## src/rtl/tct_pkg.sv

```systemverilog
package tct_pkg;
  localparam int NCH = 3;
  localparam int AW  = 3;
  localparam int DW  = 16;

  localparam logic [AW-1:0] A_CTRL  = 3'd0;
  localparam logic [AW-1:0] A_CMPA  = 3'd1;
  localparam logic [AW-1:0] A_CHCFG = 3'd4;
  localparam logic [AW-1:0] A_FLAGS = 3'd5;

  localparam int F_ACT_B = 3;
  localparam int F_ACT_C = 6;
  localparam int F_INIT  = 10;
  localparam int F_ENN   = 13;
  localparam int F_OVF   = 3;

  typedef enum logic [1:0] {
    ACT_NONE   = 2'd0,
    ACT_LOW    = 2'd1,
    ACT_HIGH   = 2'd2,
    ACT_TOGGLE = 2'd3
  } act_e;

  function automatic act_e dec_short(input logic [2:0] code);
    case (code)
      3'b011:  return ACT_TOGGLE;
      3'b010:  return ACT_HIGH;
      3'b001:  return ACT_LOW;
      default: return ACT_NONE;
    endcase
  endfunction

  function automatic act_e dec_long(input logic [3:0] code);
    case (code)
      4'b1011: return ACT_TOGGLE;
      4'b1010: return ACT_HIGH;
      4'b1001: return ACT_LOW;
      default: return ACT_NONE;
    endcase
  endfunction
endpackage

```

## src/rtl/tct_channel.sv

```systemverilog
module tct_channel
  import tct_pkg::*;
#(
  parameter int CNT_W = 16
) (
  input  logic             clk,
  input  logic             rst_n,
  input  logic             tick,
  input  logic [CNT_W-1:0] nxt,
  input  logic [CNT_W-1:0] cmp,
  input  act_e             act,
  input  logic             init_lvl,
  input  logic             en_n,
  input  logic             init_ld,
  input  logic             ld_val,
  input  logic             flag_wr,
  input  logic             flag_keep,
  output logic             hit,
  output logic             flag,
  output logic             pin
);
  logic state_q;

  // a hit is judged on the value the counter is about to take
  assign hit = tick && (nxt == cmp);

  always_ff @(posedge clk or negedge rst_n) begin
    if (!rst_n) begin
      state_q <= 1'b0;
    end else if (init_ld) begin
      state_q <= ld_val;
    end else if (hit) begin
      case (act)
        ACT_LOW:    state_q <= 1'b0;
        ACT_HIGH:   state_q <= 1'b1;
        ACT_TOGGLE: state_q <= ~state_q;
        default:    state_q <= state_q;
      endcase
    end
  end

  // a new hit outranks a software clear in the same cycle
  always_ff @(posedge clk or negedge rst_n) begin
    if (!rst_n)                    flag <= 1'b0;
    else if (hit)                  flag <= 1'b1;
    else if (flag_wr && !flag_keep) flag <= 1'b0;
  end

  assign pin = en_n ? init_lvl : state_q;
endmodule

```

## src/rtl/tct_counter.sv

```systemverilog
module tct_counter
  import tct_pkg::*;
#(
  parameter int CNT_W = 16
) (
  input  logic                      clk,
  input  logic                      rst_n,
  input  logic                      cnt_en,
  input  logic                      run,
  input  logic [2:0]                clr_sel,
  input  logic [NCH-1:0][CNT_W-1:0] cmp,
  input  logic                      flag_wr,
  input  logic                      ovf_keep,
  output logic [CNT_W-1:0]          cnt,
  output logic [CNT_W-1:0]          nxt,
  output logic                      tick,
  output logic                      ovf_flag
);
  localparam logic [CNT_W-1:0] TOP = {CNT_W{1'b1}};

  logic at_top;
  logic clr_now;

  assign tick   = cnt_en & run;
  assign at_top = (cnt == TOP);

  always_comb begin
    clr_now = 1'b0;
    for (int i = 0; i < NCH; i++) begin
      if (clr_sel == 3'(i + 1) && cnt == cmp[i]) clr_now = 1'b1;
    end
  end

  assign nxt = (clr_now || at_top) ? '0 : cnt + 1'b1;

  always_ff @(posedge clk or negedge rst_n) begin
    if (!rst_n)    cnt <= '0;
    else if (tick) cnt <= nxt;
  end

  always_ff @(posedge clk or negedge rst_n) begin
    if (!rst_n)                      ovf_flag <= 1'b0;
    else if (tick && at_top)         ovf_flag <= 1'b1;
    else if (flag_wr && !ovf_keep)   ovf_flag <= 1'b0;
  end
endmodule

```

## src/rtl/tct_regs.sv

```systemverilog
module tct_regs
  import tct_pkg::*;
#(
  parameter int CNT_W = 16
) (
  input  logic                      clk,
  input  logic                      rst_n,
  input  logic                      wr_en,
  input  logic [AW-1:0]             wr_addr,
  input  logic [DW-1:0]             wr_data,
  input  logic                      stop_req,
  output logic                      run,
  output logic                      cont,
  output logic [2:0]                clr_sel,
  output logic [NCH-1:0][CNT_W-1:0] cmp,
  output act_e [NCH-1:0]            act,
  output logic [NCH-1:0]            init_lvl,
  output logic [NCH-1:0]            en_n,
  output logic                      init_ld,
  output logic                      flag_wr
);
  logic       wr_ctrl;
  logic       wr_cfg;
  logic [2:0] code_a;
  logic [2:0] code_b;
  logic [3:0] code_c;

  assign wr_ctrl = wr_en && (wr_addr == A_CTRL);
  assign wr_cfg  = wr_en && (wr_addr == A_CHCFG);
  assign flag_wr = wr_en && (wr_addr == A_FLAGS);
  assign init_ld = wr_cfg && !run;

  // hardware stop on a hit outranks a software start
  always_ff @(posedge clk or negedge rst_n) begin
    if (!rst_n) begin
      run     <= 1'b0;
      cont    <= 1'b0;
      clr_sel <= 3'b000;
    end else begin
      if (stop_req)     run <= 1'b0;
      else if (wr_ctrl) run <= wr_data[0];
      if (wr_ctrl) begin
        cont    <= wr_data[1];
        clr_sel <= wr_data[4:2];
      end
    end
  end

  for (genvar i = 0; i < NCH; i++) begin : g_cmp
    localparam logic [AW-1:0] MY_ADDR = A_CMPA + AW'(i);
    always_ff @(posedge clk or negedge rst_n) begin
      if (!rst_n)                             cmp[i] <= {CNT_W{1'b1}};
      else if (wr_en && wr_addr == MY_ADDR)   cmp[i] <= wr_data[CNT_W-1:0];
    end
  end

  always_ff @(posedge clk or negedge rst_n) begin
    if (!rst_n) begin
      code_a   <= '0;
      code_b   <= '0;
      code_c   <= '0;
      init_lvl <= '0;
      en_n     <= '1;
    end else if (wr_cfg) begin
      code_a   <= wr_data[2:0];
      code_b   <= wr_data[F_ACT_B +: 3];
      code_c   <= wr_data[F_ACT_C +: 4];
      init_lvl <= wr_data[F_INIT +: NCH];
      en_n     <= wr_data[F_ENN +: NCH];
    end
  end

  always_comb begin
    act[0] = dec_short(code_a);
    act[1] = dec_short(code_b);
    act[2] = dec_long(code_c);
  end
endmodule

```

## src/rtl/tri_compare_timer.sv

```systemverilog
module tri_compare_timer
  import tct_pkg::*;
#(
  parameter int CNT_W = 16
) (
  input  logic             clk,
  input  logic             rst_n,
  input  logic             cnt_en,
  input  logic             wr_en,
  input  logic [2:0]       wr_addr,
  input  logic [15:0]      wr_data,
  output logic [CNT_W-1:0] count,
  output logic [2:0]       out_pin,
  output logic [2:0]       match_flag,
  output logic             ovf_flag
);
  logic                      run_q;
  logic                      cont_q;
  logic [2:0]                clr_sel;
  logic [NCH-1:0][CNT_W-1:0] cmp;
  act_e [NCH-1:0]            act;
  logic [NCH-1:0]            init_lvl;
  logic [NCH-1:0]            en_n;
  logic                      init_ld;
  logic                      flag_wr;
  logic [CNT_W-1:0]          nxt;
  logic                      tick;
  logic [NCH-1:0]            hit;
  logic                      stop_req;

  assign stop_req = !cont_q && (|hit);

  tct_regs #(.CNT_W(CNT_W)) u_regs (
    .clk      (clk),
    .rst_n    (rst_n),
    .wr_en    (wr_en),
    .wr_addr  (wr_addr),
    .wr_data  (wr_data),
    .stop_req (stop_req),
    .run      (run_q),
    .cont     (cont_q),
    .clr_sel  (clr_sel),
    .cmp      (cmp),
    .act      (act),
    .init_lvl (init_lvl),
    .en_n     (en_n),
    .init_ld  (init_ld),
    .flag_wr  (flag_wr)
  );

  tct_counter #(.CNT_W(CNT_W)) u_cnt (
    .clk      (clk),
    .rst_n    (rst_n),
    .cnt_en   (cnt_en),
    .run      (run_q),
    .clr_sel  (clr_sel),
    .cmp      (cmp),
    .flag_wr  (flag_wr),
    .ovf_keep (wr_data[F_OVF]),
    .cnt      (count),
    .nxt      (nxt),
    .tick     (tick),
    .ovf_flag (ovf_flag)
  );

  for (genvar i = 0; i < NCH; i++) begin : g_ch
    tct_channel #(.CNT_W(CNT_W)) u_ch (
      .clk       (clk),
      .rst_n     (rst_n),
      .tick      (tick),
      .nxt       (nxt),
      .cmp       (cmp[i]),
      .act       (act[i]),
      .init_lvl  (init_lvl[i]),
      .en_n      (en_n[i]),
      .init_ld   (init_ld),
      .ld_val    (wr_data[F_INIT + i]),
      .flag_wr   (flag_wr),
      .flag_keep (wr_data[i]),
      .hit       (hit[i]),
      .flag      (match_flag[i]),
      .pin       (out_pin[i])
    );
  end
endmodule

```

## config.mk

```make
export PLATFORM = sky130hd
export DESIGN_NAME = tri_compare_timer
export DESIGN_NICKNAME = d
export VERILOG_FILES = /design/src/rtl/tct_pkg.sv /design/src/rtl/tct_channel.sv /design/src/rtl/tct_counter.sv /design/src/rtl/tct_regs.sv /design/src/rtl/tri_compare_timer.sv
export SDC_FILE = /design/constraint.sdc
export NUM_CORES = 1
export LEC_CHECK = 0
export BUFFER_PORTS_ARGS = -buffer_cell sky130_fd_sc_hd__clkbuf_2
export CAP_MARGIN = 20
export CORE_UTILIZATION = 48
export CTS_CLUSTER_SIZE = 40
export DETAILED_ROUTE_END_ITERATION = 8
export PLACE_DENSITY_LB_ADDON = 0.12
export SLEW_MARGIN = 15
export SYNTH_ARGS = -nofsm -noshare
export SYNTH_HDL_FRONTEND = slang
export SYNTH_SLANG_ARGS = --single-unit
```

## constraint.sdc

```tcl
create_clock -name clk -period 3.2 [get_ports clk]
set_input_delay 0.48 -clock clk [delete_from_list [all_inputs] [get_ports clk]]
set_output_delay 0.48 -clock clk [all_outputs]
set_load 0.03 [all_outputs]
```

==> flow_summary.json <==
{
  "status": "finished, violations left",
  "violations": "negative setup slack",
  "grt_usage_pct": 36.8,
  "boundaryPins": 46,
  "cts_tree": "yes",
  "synth_cell_types": 77,
  "critical_path_class": "reg -> reg",
  "path_cells": "buf_6 > xnor2_4 > nand4_1 > nor4_4 > a32o_2 > buf_6 > nor4_1 > o32a_1 > a2111o_1 > nor3_2 > buf_4 > a221oi_1 > o21a_1",
  "critPathSlowestCell": "dfrtp_2",
  "final_cell_mix": "buf_4, mux2_2, xnor2_1, dfstp_2, nand2_1",
  "port-buffer-count": 45,
  "postSynthCellCount": 604,
  "num_rows": 41,
  "crit_path_frequent_cell": "buf_6",
  "drc_errors": 0,
  "clock_path_buffers": 2,
  "synth_edf_count": 0,
  "synth-simple-area-share_pct": 20.9,
  "synth_top_area_share_pct": 21.4,
  "cts_buffers": 9,
  "die_h_um": 116,
  "max_slew_margin_pct": 43.2,
  "die-area_um2": 13500,
  "drt_iter0_markers": 535,
  "final_common_cell": "buf_4",
  "nets": 810,
  "cts_num_sinks": 92,
  "top_usage_layer": "met2",
  "vdd_ir_drop_max_mv": 0.405,
  "cts_root_buf": "clkbuf_16",
  "gr-usage-met2_pct": 58.0,
  "synth-seq-area-share_pct": 37.8,
  "leakage_nw": 3.43,
  "n_antenna_cell": 0,
  "drive_gt1_share_pct": 51.7,
  "syn_area_um2": 6260,
  "multi_input_area_um2": 3880,
  "via_per_inst": 6.06,
  "drv_cap": 0,
  "initial_utilization_pct": 49.4,
  "cellPowerDensity_nw_per_um2": 615,
  "die_w_um": 116,
  "cp_slowest_stage_delay_ns": 0.46,
  "clk_pin_slew_ns": 0.08,
  "syn2layout_area_growth_pct": 31.8,
  "worstHoldPathType": "in -> async",
  "period_needed_ns": 3.27,
  "holdWs_ns": 0.0893,
  "cp-start-kind": "flip-flop",
  "wl_mm": 23.6,
  "worst_pin_slew_ns": 0.845,
  "maxSlewViolCount": 0,
  "placed_cell_area_um2": 7670,
  "htreeDepth": 3,
  "avgSynthCellArea_um2": 10.4,
  "synth_compound_gate_area_share_pct": 11.6,
  "wl_per_cell_um": 24.7,
  "synth_fp_nets": 632,
  "postLayoutCoreUtil_pct": 65.1,
  "antenna_found_initial": 0,
  "grt_pass1_wl_mm": 34.8,
  "fill_cells": 1085,
  "dpl.hpwl_mm": 18.4,
  "synth_flop_cell": "dfstp_2",
  "grt_setup_unrepaired": "yes",
  "grt_max_degree": 60,
  "synth_seq_cells": 92,
  "use_met3_pct": 6.75,
  "synthArstFlopShare_pct": 100,
  "cp.required_ns": 3.45,
  "stdcell_area_um2": 8250,
  "synth_top_area_cell": "dfstp_2",
  "gr-usage-met1_pct": 49.8,
  "synth_fa_ha_area_share_pct": 0.999,
  "setup-tns-final_ns": -0.209,
  "cp_max_fo": 5,
  "fmax_mhz": 306,
  "fin_ws_ns": -0.0715,
  "register_area_um2": 2380,
  "grt_pass1_vias": 5561,
  "clock_skew_ns": 0.0163,
  "synthMuxAreaShare_pct": 12.7,
  "drtPass1Iterations": 5,
  "ys_top_cells_by_area": "dfstp_2, dfrtp_1, mux2_2",
  "clock_latency_ns": 0.36,
  "cp.arrival_ns": 3.52,
  "detail-route-antenna-nets": 0,
  "coreArea_um2": 12700,
  "cts_hold_buf": 0,
  "gp_congestion": 0.961,
  "dr_total_vias": 5809,
  "synthXorXnorAreaFrac_pct": 11.4,
  "end_kind": "flip-flop",
  "synth_top_family_by_area": "simple AND/OR/NAND/NOR gates",
  "finalSetupViolations": 4,
  "grt_overflow": 0,
  "synth_warnings": 0,
  "finalCritPeriodShare_pct": 102,
  "hold_viol": 0
}
final cells by class:
cell class                 instances  share of cell area [%]
multi-input combinational        465                    47.0
clock buffer                      10                    2.77
sequential                        92                    28.8
timing repair buffer             205                    17.8
clock inverter                     6                   0.561
inverter                           9                   0.409
tap                              172                    2.61
per-stage QoR:
step           total power [mW]  worst slack (ns)  std cells
6_report                   5.08           -0.0715        959
3_5_place_dp               3.89            -0.234        935
3_3_place_gp               3.85            -0.216        935
5_1_grt                    5.28            -0.139        959
2_1_floorplan              2.89            0.0185        604
4_1_cts                    4.99           -0.0349        955
cells in the mapped netlist, drive strengths merged (3+ instances only):
library cell	n
mux2	70
xnor2	61
dfstp	51
nand2	48
dfrtp	41
o21ai	31
buf	28
nor2	25
nand4	20
xor2	19
nor3	14
nor4	14
nand3	13
clkbuf	11
nand2b	10
nor2b	10
a31oi	9
inv	9
nor4b	9
o31ai	8
or4	8
a21oi	7
and3b	7
nand4b	6
and2	5
ha	5
a211o	4
o22ai	4
o32a	4
and3	3
nand3b	3
nor4bb	3
o221ai	3
o32ai	3
routing by layer:
layer	vias to the layer above	part of all wire [%]
met4	0	3.4
met1	2909	42
met2	269	46
met5	-	0
met3	52	8.0
li1	2579	-
final timing paths:
check | start | end | slack, ns | cells after the start
worst max-delay path | u_cnt.cnt[4]$_DFFE_PN0P_ | u_regs.run$_DFFE_PN0P_ | -0.07 | 13
worst min-delay path | rst_n | u_cnt.cnt[3]$_DFFE_PN0P_ | 0.09 | 1
worst max register to register | u_cnt.cnt[4]$_DFFE_PN0P_ | u_regs.run$_DFFE_PN0P_ | -0.07 | 13
worst min register to register | u_regs.cont$_DFFE_PN0P_ | u_regs.run$_DFFE_PN0P_ | 0.50 | 1
max in group asynchronous | rst_n | u_regs.cmp[37]$_DFFE_PN1P_ | 2.36 | 2
min in group clk | wr_data[15] | u_regs.cmp[15]$_DFFE_PN1P_ | 0.42 | 2
state kept, by name (all words and copies together) (netlist names):
register / flops
u_regs.cmp: 48
u_cnt.cnt: 16
u_regs.code_c: 4
g_ch.u_ch.flag: 3
g_ch.u_ch.state_q: 3
u_regs.clr_sel: 3
u_regs.code_a: 3
u_regs.code_b: 3
u_regs.en_n: 3
u_regs.init_lvl: 3
u_cnt.ovf_flag: 1
u_regs.cont: 1
u_regs.run: 1
kinds of logic (layout without fill, tap and decap cells):
logic type,Yosys count,count (layout)
compound gates,100,101
mux,71,71
xor+xnor,80,80
buf+inv,48,230
fa+ha+maj,5,5
simple gates,208,208
flops,92,92
critical path: cells and delay by family, from the launching register on:
family / cells / cell delay [ns]
compound gates: 5 / 1.31
flops: 1 / 0.46
simple gates: 4 / 0.76
xor+xnor: 1 / 0.18
buf+inv: 3 / 0.44
what timing repair did:
action                                  in CTS  in global routing
gates cloned                                 1                  0
resized for setup                           29                 17
pin swaps                                    7                  6
buffers inserted                             3                  4
endpoints found under the setup margin       5                  6
power by group:
| part | switching (mW) | total, mW | leakage, nW | internal, mW |
|---|---|---|---|---|
| clock network | 0.503 | 1.04 | 0.129 | 0.533 |
| logic | 1.16 | 2.23 | 2.26 | 1.07 |
| registers | 0.301 | 1.81 | 1.04 | 1.51 |
Power figures use the tool's default switching activity.
